**src/rtl/nand_ready_waiter.sv**
```systemverilog
module nand_ready_waiter #(
  parameter int CLK_KHZ     = 200000,
  parameter int GUARD_NS    = 100,
  parameter int TMO_W       = 10,
  parameter int PIN_DEF_MS  = 400,
  parameter int STAT_DEF_MS = 250,
  parameter int RDY_BIT     = 6,
  parameter logic [7:0] STAT_CMD = 8'h70
) (
  input  logic             clk,
  input  logic             rst_n,
  input  logic             start,
  input  logic             use_status,
  input  logic [TMO_W-1:0] timeout_ms,
  input  logic             rdy_pin,
  output logic             bus_req,
  output logic             bus_cmd,
  output logic [7:0]       bus_wdata,
  input  logic             bus_ack,
  input  logic [7:0]       bus_rdata,
  output logic             busy,
  output logic             done,
  output logic             timed_out,
  output logic             warn,
  output logic [7:0]       status
);

  localparam longint GPROD     = longint'(GUARD_NS) * longint'(CLK_KHZ);
  localparam int     GUARD_RAW = int'((GPROD + 64'd999999) / 64'd1000000);
  localparam int     GUARD_CYC = (GUARD_RAW < 1) ? 1 : GUARD_RAW;
  localparam int     GW        = $clog2(GUARD_CYC + 1);
  localparam int     PW        = $clog2(CLK_KHZ + 1);

  typedef enum logic [2:0] {S_IDLE, S_GUARD, S_PIN, S_CMD, S_POLL, S_FINAL} st_t;

  st_t              st;
  logic [GW-1:0]    gcnt;
  logic [PW-1:0]    pcnt;
  logic [TMO_W-1:0] ms, limit;
  logic             mode, late;
  logic             expired;

  assign expired   = (ms >= limit);
  assign busy      = (st != S_IDLE);
  assign bus_req   = (st == S_CMD) || (st == S_POLL) || (st == S_FINAL);
  assign bus_cmd   = (st == S_CMD);
  assign bus_wdata = bus_cmd ? STAT_CMD : 8'h00;

  always_ff @(posedge clk) begin
    if (!rst_n || st == S_IDLE) begin
      pcnt <= '0;
      ms   <= '0;
    end else if (pcnt == PW'(CLK_KHZ - 1)) begin
      pcnt <= '0;
      if (ms != '1) ms <= ms + 1'b1;
    end else begin
      pcnt <= pcnt + 1'b1;
    end
  end

  always_ff @(posedge clk) begin
    if (!rst_n) begin
      st        <= S_IDLE;
      gcnt      <= '0;
      limit     <= '0;
      mode      <= 1'b0;
      late      <= 1'b0;
      done      <= 1'b0;
      timed_out <= 1'b0;
      warn      <= 1'b0;
      status    <= 8'h00;
    end else begin
      done <= 1'b0;
      case (st)
        S_IDLE: if (start) begin
          st   <= S_GUARD;
          gcnt <= GW'(GUARD_CYC - 1);
          mode <= use_status;
          late <= 1'b0;
          if (timeout_ms == '0)
            limit <= use_status ? TMO_W'(STAT_DEF_MS) : TMO_W'(PIN_DEF_MS);
          else
            limit <= timeout_ms;
        end
        S_GUARD: begin
          if (gcnt == '0) st <= mode ? S_CMD : S_PIN;
          else            gcnt <= gcnt - 1'b1;
        end
        S_PIN: begin
          if (rdy_pin) st <= S_CMD;
          else if (expired) begin
            late <= 1'b1;
            st   <= S_CMD;
          end
        end
        S_CMD: if (bus_ack) st <= mode ? S_POLL : S_FINAL;
        S_POLL: if (bus_ack) begin
          if (bus_rdata[RDY_BIT]) st <= S_FINAL;
          else if (expired) begin
            late <= 1'b1;
            st   <= S_FINAL;
          end
        end
        S_FINAL: if (bus_ack) begin
          status    <= bus_rdata;
          warn      <= ~bus_rdata[RDY_BIT];
          timed_out <= late;
          done      <= 1'b1;
          st        <= S_IDLE;
        end
        default: st <= S_IDLE;
      endcase
    end
  end

endmodule

```
**config.mk**
```make
export PLATFORM = sky130hd
export DESIGN_NAME = nand_ready_waiter
export DESIGN_NICKNAME = d
export VERILOG_FILES = /design/src/rtl/nand_ready_waiter.sv
export SDC_FILE = /design/constraint.sdc
export NUM_CORES = 1
export LEC_CHECK = 0
export CORE_MARGIN = 3
export CORE_UTILIZATION = 49
export DETAILED_ROUTE_END_ITERATION = 10
export PLACE_DENSITY = 0.83
export SLEW_MARGIN = 0
export SYNTH_ARGS = -nofsm -noshare
export SYNTH_HDL_FRONTEND = slang
export SYNTH_SLANG_ARGS = --single-unit
```
**constraint.sdc**
```tcl
create_clock -name clk -period 2.1 [get_ports clk]
set_clock_uncertainty 0.2 [all_clocks]
set_input_delay 0.63 -clock clk [delete_from_list [all_inputs] [get_ports clk]]
set_output_delay 0.63 -clock clk [all_outputs]
set_load 0.05 [all_outputs]
```
# After elaboration in Yosys (flattened, before gate mapping)
# Cells that the tools add are included.
op_classes:
  bitwise_logic: 1
  muxes: 25
  eq_ne: 17
  n_addsub: 3
  n_lt_le_gt_ge: 1
  n_reduce_logical: 18
op_table:
  columns: ["cell", "count"]
  rows:
  - ["$mux 3", 9]
  - ["$add 18x1->18 const B", 1]
  - ["$eq 18x18->1 const B", 1]
  - ["$pmux 3 s6", 1]
  - ["$ne 2x2->1 const B", 7]
  - ["$add 10x1->10 const B", 1]
  - ["$ge 10x10->1", 1]
  - ["$logic_not 10->1", 1]
  - ["$mux 10", 1]
  - ["$mux 5", 2]
  - ["$ne 10x10->1 const B", 1]
  - ["$pmux 5 s2", 1]
  - ["$mux 9", 1]
  - ["$mux 1", 8]
  - ["$reduce_and 2->1", 4]
  - ["$mux 7", 1]
  - ["$reduce_and 7->1", 1]
  - ["$eq 3x2->1 const B", 2]
  - ["$eq 3x3->1 const B", 2]
  - ["$ne 3x3->1 const B", 2]
  - ["$reduce_bool 3->1", 2]
  - ["$logic_not 5->1", 1]
  - ["$reduce_and 5->1", 1]
  - ["$sub 5x1->5 const B", 1]
  - ["other kinds (10)", 12]
word_totals:
  ff_bits: 59
  output_inout_bits: 22

# Logic depth before layout (Yosys ltp)
depth:
  word_depth: 5
  depth_mapped: 7
  mapped_depth_nobuf: 7

# Worst setup path before layout
# No wires, ideal clock.
synth_path:
  kind: "reg2out"
  startpoint: "reg st[1]"
  endpoint: "out bus_wdata[4]"
  stages_incl_launch_ff: 5
  n_path_buf: 1
  required_time_ns: 1.270
  t_arrival_ns: 1.368
  path_slack_ns: -0.098
  cell_sequence: "dfxtp_1 -> nand2_1 -> or2_2 -> inv_1 -> buf_4"
synth_between:
  elab_chain_len: 2
synth_lines:
  columns: ["element", "line_no", "rtl"]
  rows:
  - ["from (decl)", "36", "st_t st;"]
  - ["from (signal assigned)", "86", "if (gcnt == '0) st <= mode ? S_CMD : S_PIN;"]
  - ["from (signal assigned)", "96", "S_CMD: if (bus_ack) st <= mode ? S_POLL : S_FINAL;"]
  - ["$eq 3x2->1", "46", "assign bus_cmd = (st == S_CMD);"]
  - ["via bus_cmd", "17", "output logic bus_cmd,"]
  - ["$mux 7", "47", "assign bus_wdata = bus_cmd ? STAT_CMD : 8'h00;"]
  - ["to (decl)", "18", "output logic [7:0] bus_wdata,"]
# The timed path passes the listed nets, and every way through them passes these cells.

# Final worst setup path
layout_path:
  startpoint: "reg st[1]"
  endpoint: "out bus_wdata[4]"
layout_between:
  elab_chain_len: 2
layout_lines:
  columns: ["element", "line_no"]
  rows:
  - ["$eq 3x2->1", "46"]
  - ["$mux 7", "47"]
# Every way passes these cells.

==> run_results.csv <==
group,metric,value,unit
status,status,"finished, violations left",
status,violations,"negative setup slack",
placement,post-place-ws,-0.1916,ns
routing,drc_errors,0,
grt,grt_util_all_layers,22.14,%
worst_setup_path,critPathKind,"reg -> out",
clocking,insertion_delay,0.35,ns
worst_setup_path,endpoint_kind,"output port",
placement,port_buffers,40,
routing,dr_total_vias,2926,
logic_synthesis,synth_cells,364,
grt,grt-ovfl-total,0,
worst_setup_path,cp_data_required_time,1.27,ns
min_path,hold_path.class,"reg -> reg",
power_and_ir_drop,vdd_drop_max,0.7893,mV
worst_setup_path,critPathMaxFanout,5,
grt,antenna_found_initial,0,
routing,ant_nets,0,
logic_synthesis,netlist_area,0.003008,sq mm
floorplan,fp.dieW,84.35,microns
finish,fill_cells,420,
logic_synthesis,yosys_most_used_dff,"dfxtp_1",
finish,num_antenna_cells,0,
logic_synthesis,async_reset_ff_share,0,%
clocking,h-tree-depth,3,
floorplan,fp-row-count,27,
routing,dr.pass1.iters,4,
clocking,cts.clk_slew.worst_paths,0.08,ns
logic_synthesis,synth_enable_flop_cells,0,
finish,area_growth,37.60,%
routing,finalWirelength,7.771,mm
routing,drt_iter0_drc,259,
clocking,numClockSinks,59,
logic_synthesis,yosys_warnings,0,
timing,setup_viol,6,
floorplan,die_h,84.35,microns
power_and_ir_drop,power_leakage,0.001629,uW
grt,grt_pass1_vias,2855,
finish,fin_cells,531,
timing,max_freq,0.4428,GHz
clocking,cts_root_buf,"clkbuf_8",
timing,rsz0062_at_grt,"yes",
grt,grt_pass1_wl,12.88,mm
clocking,cts_tree,"built",
worst_setup_path,worst_setup_path_start_kind,"flop",
clocking,cts.path.max_buffers,2,
power_and_ir_drop,finalPower,3860,uW
finish,final_nets,492,
timing,hold_viol_final,0,
floorplan,start_util,52.68,%
timing,period_share,107.5,%
logic_synthesis,synth-seq-cells,59,
logic_synthesis,avgSynthCellArea,8.263,sq um
floorplan,die_area,0.007115,sq mm
finish,final_cell_mix,"buf_4 (69), dfxtp_1 (52), nor2_1 (46), nand2_1 (40), inv_1 (25)",
floorplan,core,0.005709,sq mm
placement,post-place-cells,511,
routing,viasPerCell,5.510,
finish,layout-drive-gt1-share,26.36,%
timing,period_needed,2.258,ns
clocking,numCtsBuffers,9,
worst_setup_path,cp.arrival,1.43,ns
timing,worst_slack,-0.1583,ns
power_and_ir_drop,cellPowerDensity,932.7,mW/mm^2
clocking,cts_hold_buffers,0,
min_path,min_path_cells,2,
logic_synthesis,synth.distinct_cells,55,
worst_setup_path,rr_worst_depth,6,
finish,layout_commonest_cell,"buf_4",
timing,slew_viol_final,0,
timing,fin_hold_ws,0.2553,ns
job,cap_violations,0,
routing,routedWlPerCell,14.63,microns
placement,dp_hpwl,5.274,mm
placement,finalWeightedCongestion,0.8464,
floorplan,num_io_pins,46,
logic_synthesis,synth_seq_area_share,39.27,%
grt,grt_max_degree,23,
[report_power, final]
part           total, uW  internal (uW)  switching [uW]
registers           1300           1230            70.7
logic               1260            564             694
clock network       1300            797             502
total               3860           2590            1270
[worst max-delay path, stage by stage, from the launching register on]
cell and delay [ns]:
dfxtp_2 0.37, nand2_2 0.07, or2_4 0.27, clkinvlp_4 0.20, buf_12 0.17
[per-stage QoR]
stage	utilization, %	TNS (ns)	instance area, sq um
6_report	72.50	-0.7136	4139
5_1_grt	72.50	-0.9599	4139
4_1_cts	71.75	-0.4281	4096
3_5_place_dp	66.49	-1.681	3796
3_3_place_gp	66.49	-0.9261	3796
2_1_floorplan	-	0	3027
[metal layers]
layer | routed length [microns] | global-route usage, % | share of wire (%)
met1 | 3127 | 25.38 | 40
met2 | 4071 | 38.31 | 52
met3 | 397 | 7.066 | 5.1
met4 | 175 | 8.633 | 2.3
met5 | 0 | 0 | 0
[final timing paths]
check | from | end | slack (ns)
setup reg to reg | pcnt[15]$_SDFF_PP0_ | ms[7]$_SDFFE_PP0P_ | 0.05
hold / removal | status[2]$_SDFFE_PN0P_ | status[2]$_SDFFE_PN0P_ | 0.26
setup / recovery | st[1]$_SDFFE_PN0P_ | bus_wdata[4] | -0.16
hold reg to reg | status[2]$_SDFFE_PN0P_ | status[2]$_SDFFE_PN0P_ | 0.26
[sequential cells by signal (all words and copies together), names as in the netlist]
signal,count
done,1
gcnt,5
late,1
limit,10
mode,1
ms,10
pcnt,18
st,3
status,8
timed_out,1
warn,1
[kinds of logic after synthesis]
family / share of synthesized area (%)
flops: 39.27
mux: 0.3328
xor+xnor: 6.988
simple gates: 26.50
compound gates: 13.10
fa+ha+maj: 5.824
other cells: 0.1247
buf+inv: 7.862
[cell usage after synthesis, types with 2 or more instances]
library cell / instances / area, sq um
o22ai_1: 2 / 12.51
a211oi_1: 5 / 37.54
a221oi_1: 2 / 17.52
a31oi_1: 3 / 18.77
nor2_1: 46 / 172.7
or3_1: 2 / 12.51
o21ai_0: 7 / 35.03
nand3_1: 20 / 100.1
nand2_1: 42 / 157.7
xor2_1: 11 / 96.34
o221a_2: 4 / 45.04
inv_1: 26 / 97.59
and3_1: 4 / 25.02
or2_2: 2 / 12.51
buf_4: 9 / 67.56
nor3b_1: 2 / 15.01
a21oi_1: 23 / 115.1
nor3_1: 10 / 50.05
buf_6: 3 / 33.78
ha_1: 14 / 175.2
nand2b_1: 4 / 25.02
nand4_1: 6 / 37.54
dfxtp_1: 59 / 1181
clkbuf_1: 10 / 37.54
xnor2_1: 13 / 113.9
nor4_1: 6 / 37.54
[what timing repair did]
item / in CTS / in global routing
hold endpoints to repair: 0 / 0
setup endpoints to repair: 11 / 18
resized for setup: 10 / 11
pin swaps: 0 / 5
setup buffers: 2 / 2
[layout make-up]
type / count / area, sq um / area share (%)
Clock buffer: 9 / 123.9 / 2.993
Multi-Input combinational cell: 261 / 1657 / 40.02
Clock inverter: 7 / 123.9 / 2.993
Timing Repair Buffer: 97 / 848.3 / 20.50
Inverter: 26 / 101.3 / 2.449
Tap cell: 72 / 90.09 / 2.177
Sequential cell: 59 / 1195 / 28.87
No activity file was read; power rests on OpenSTA's default activity.
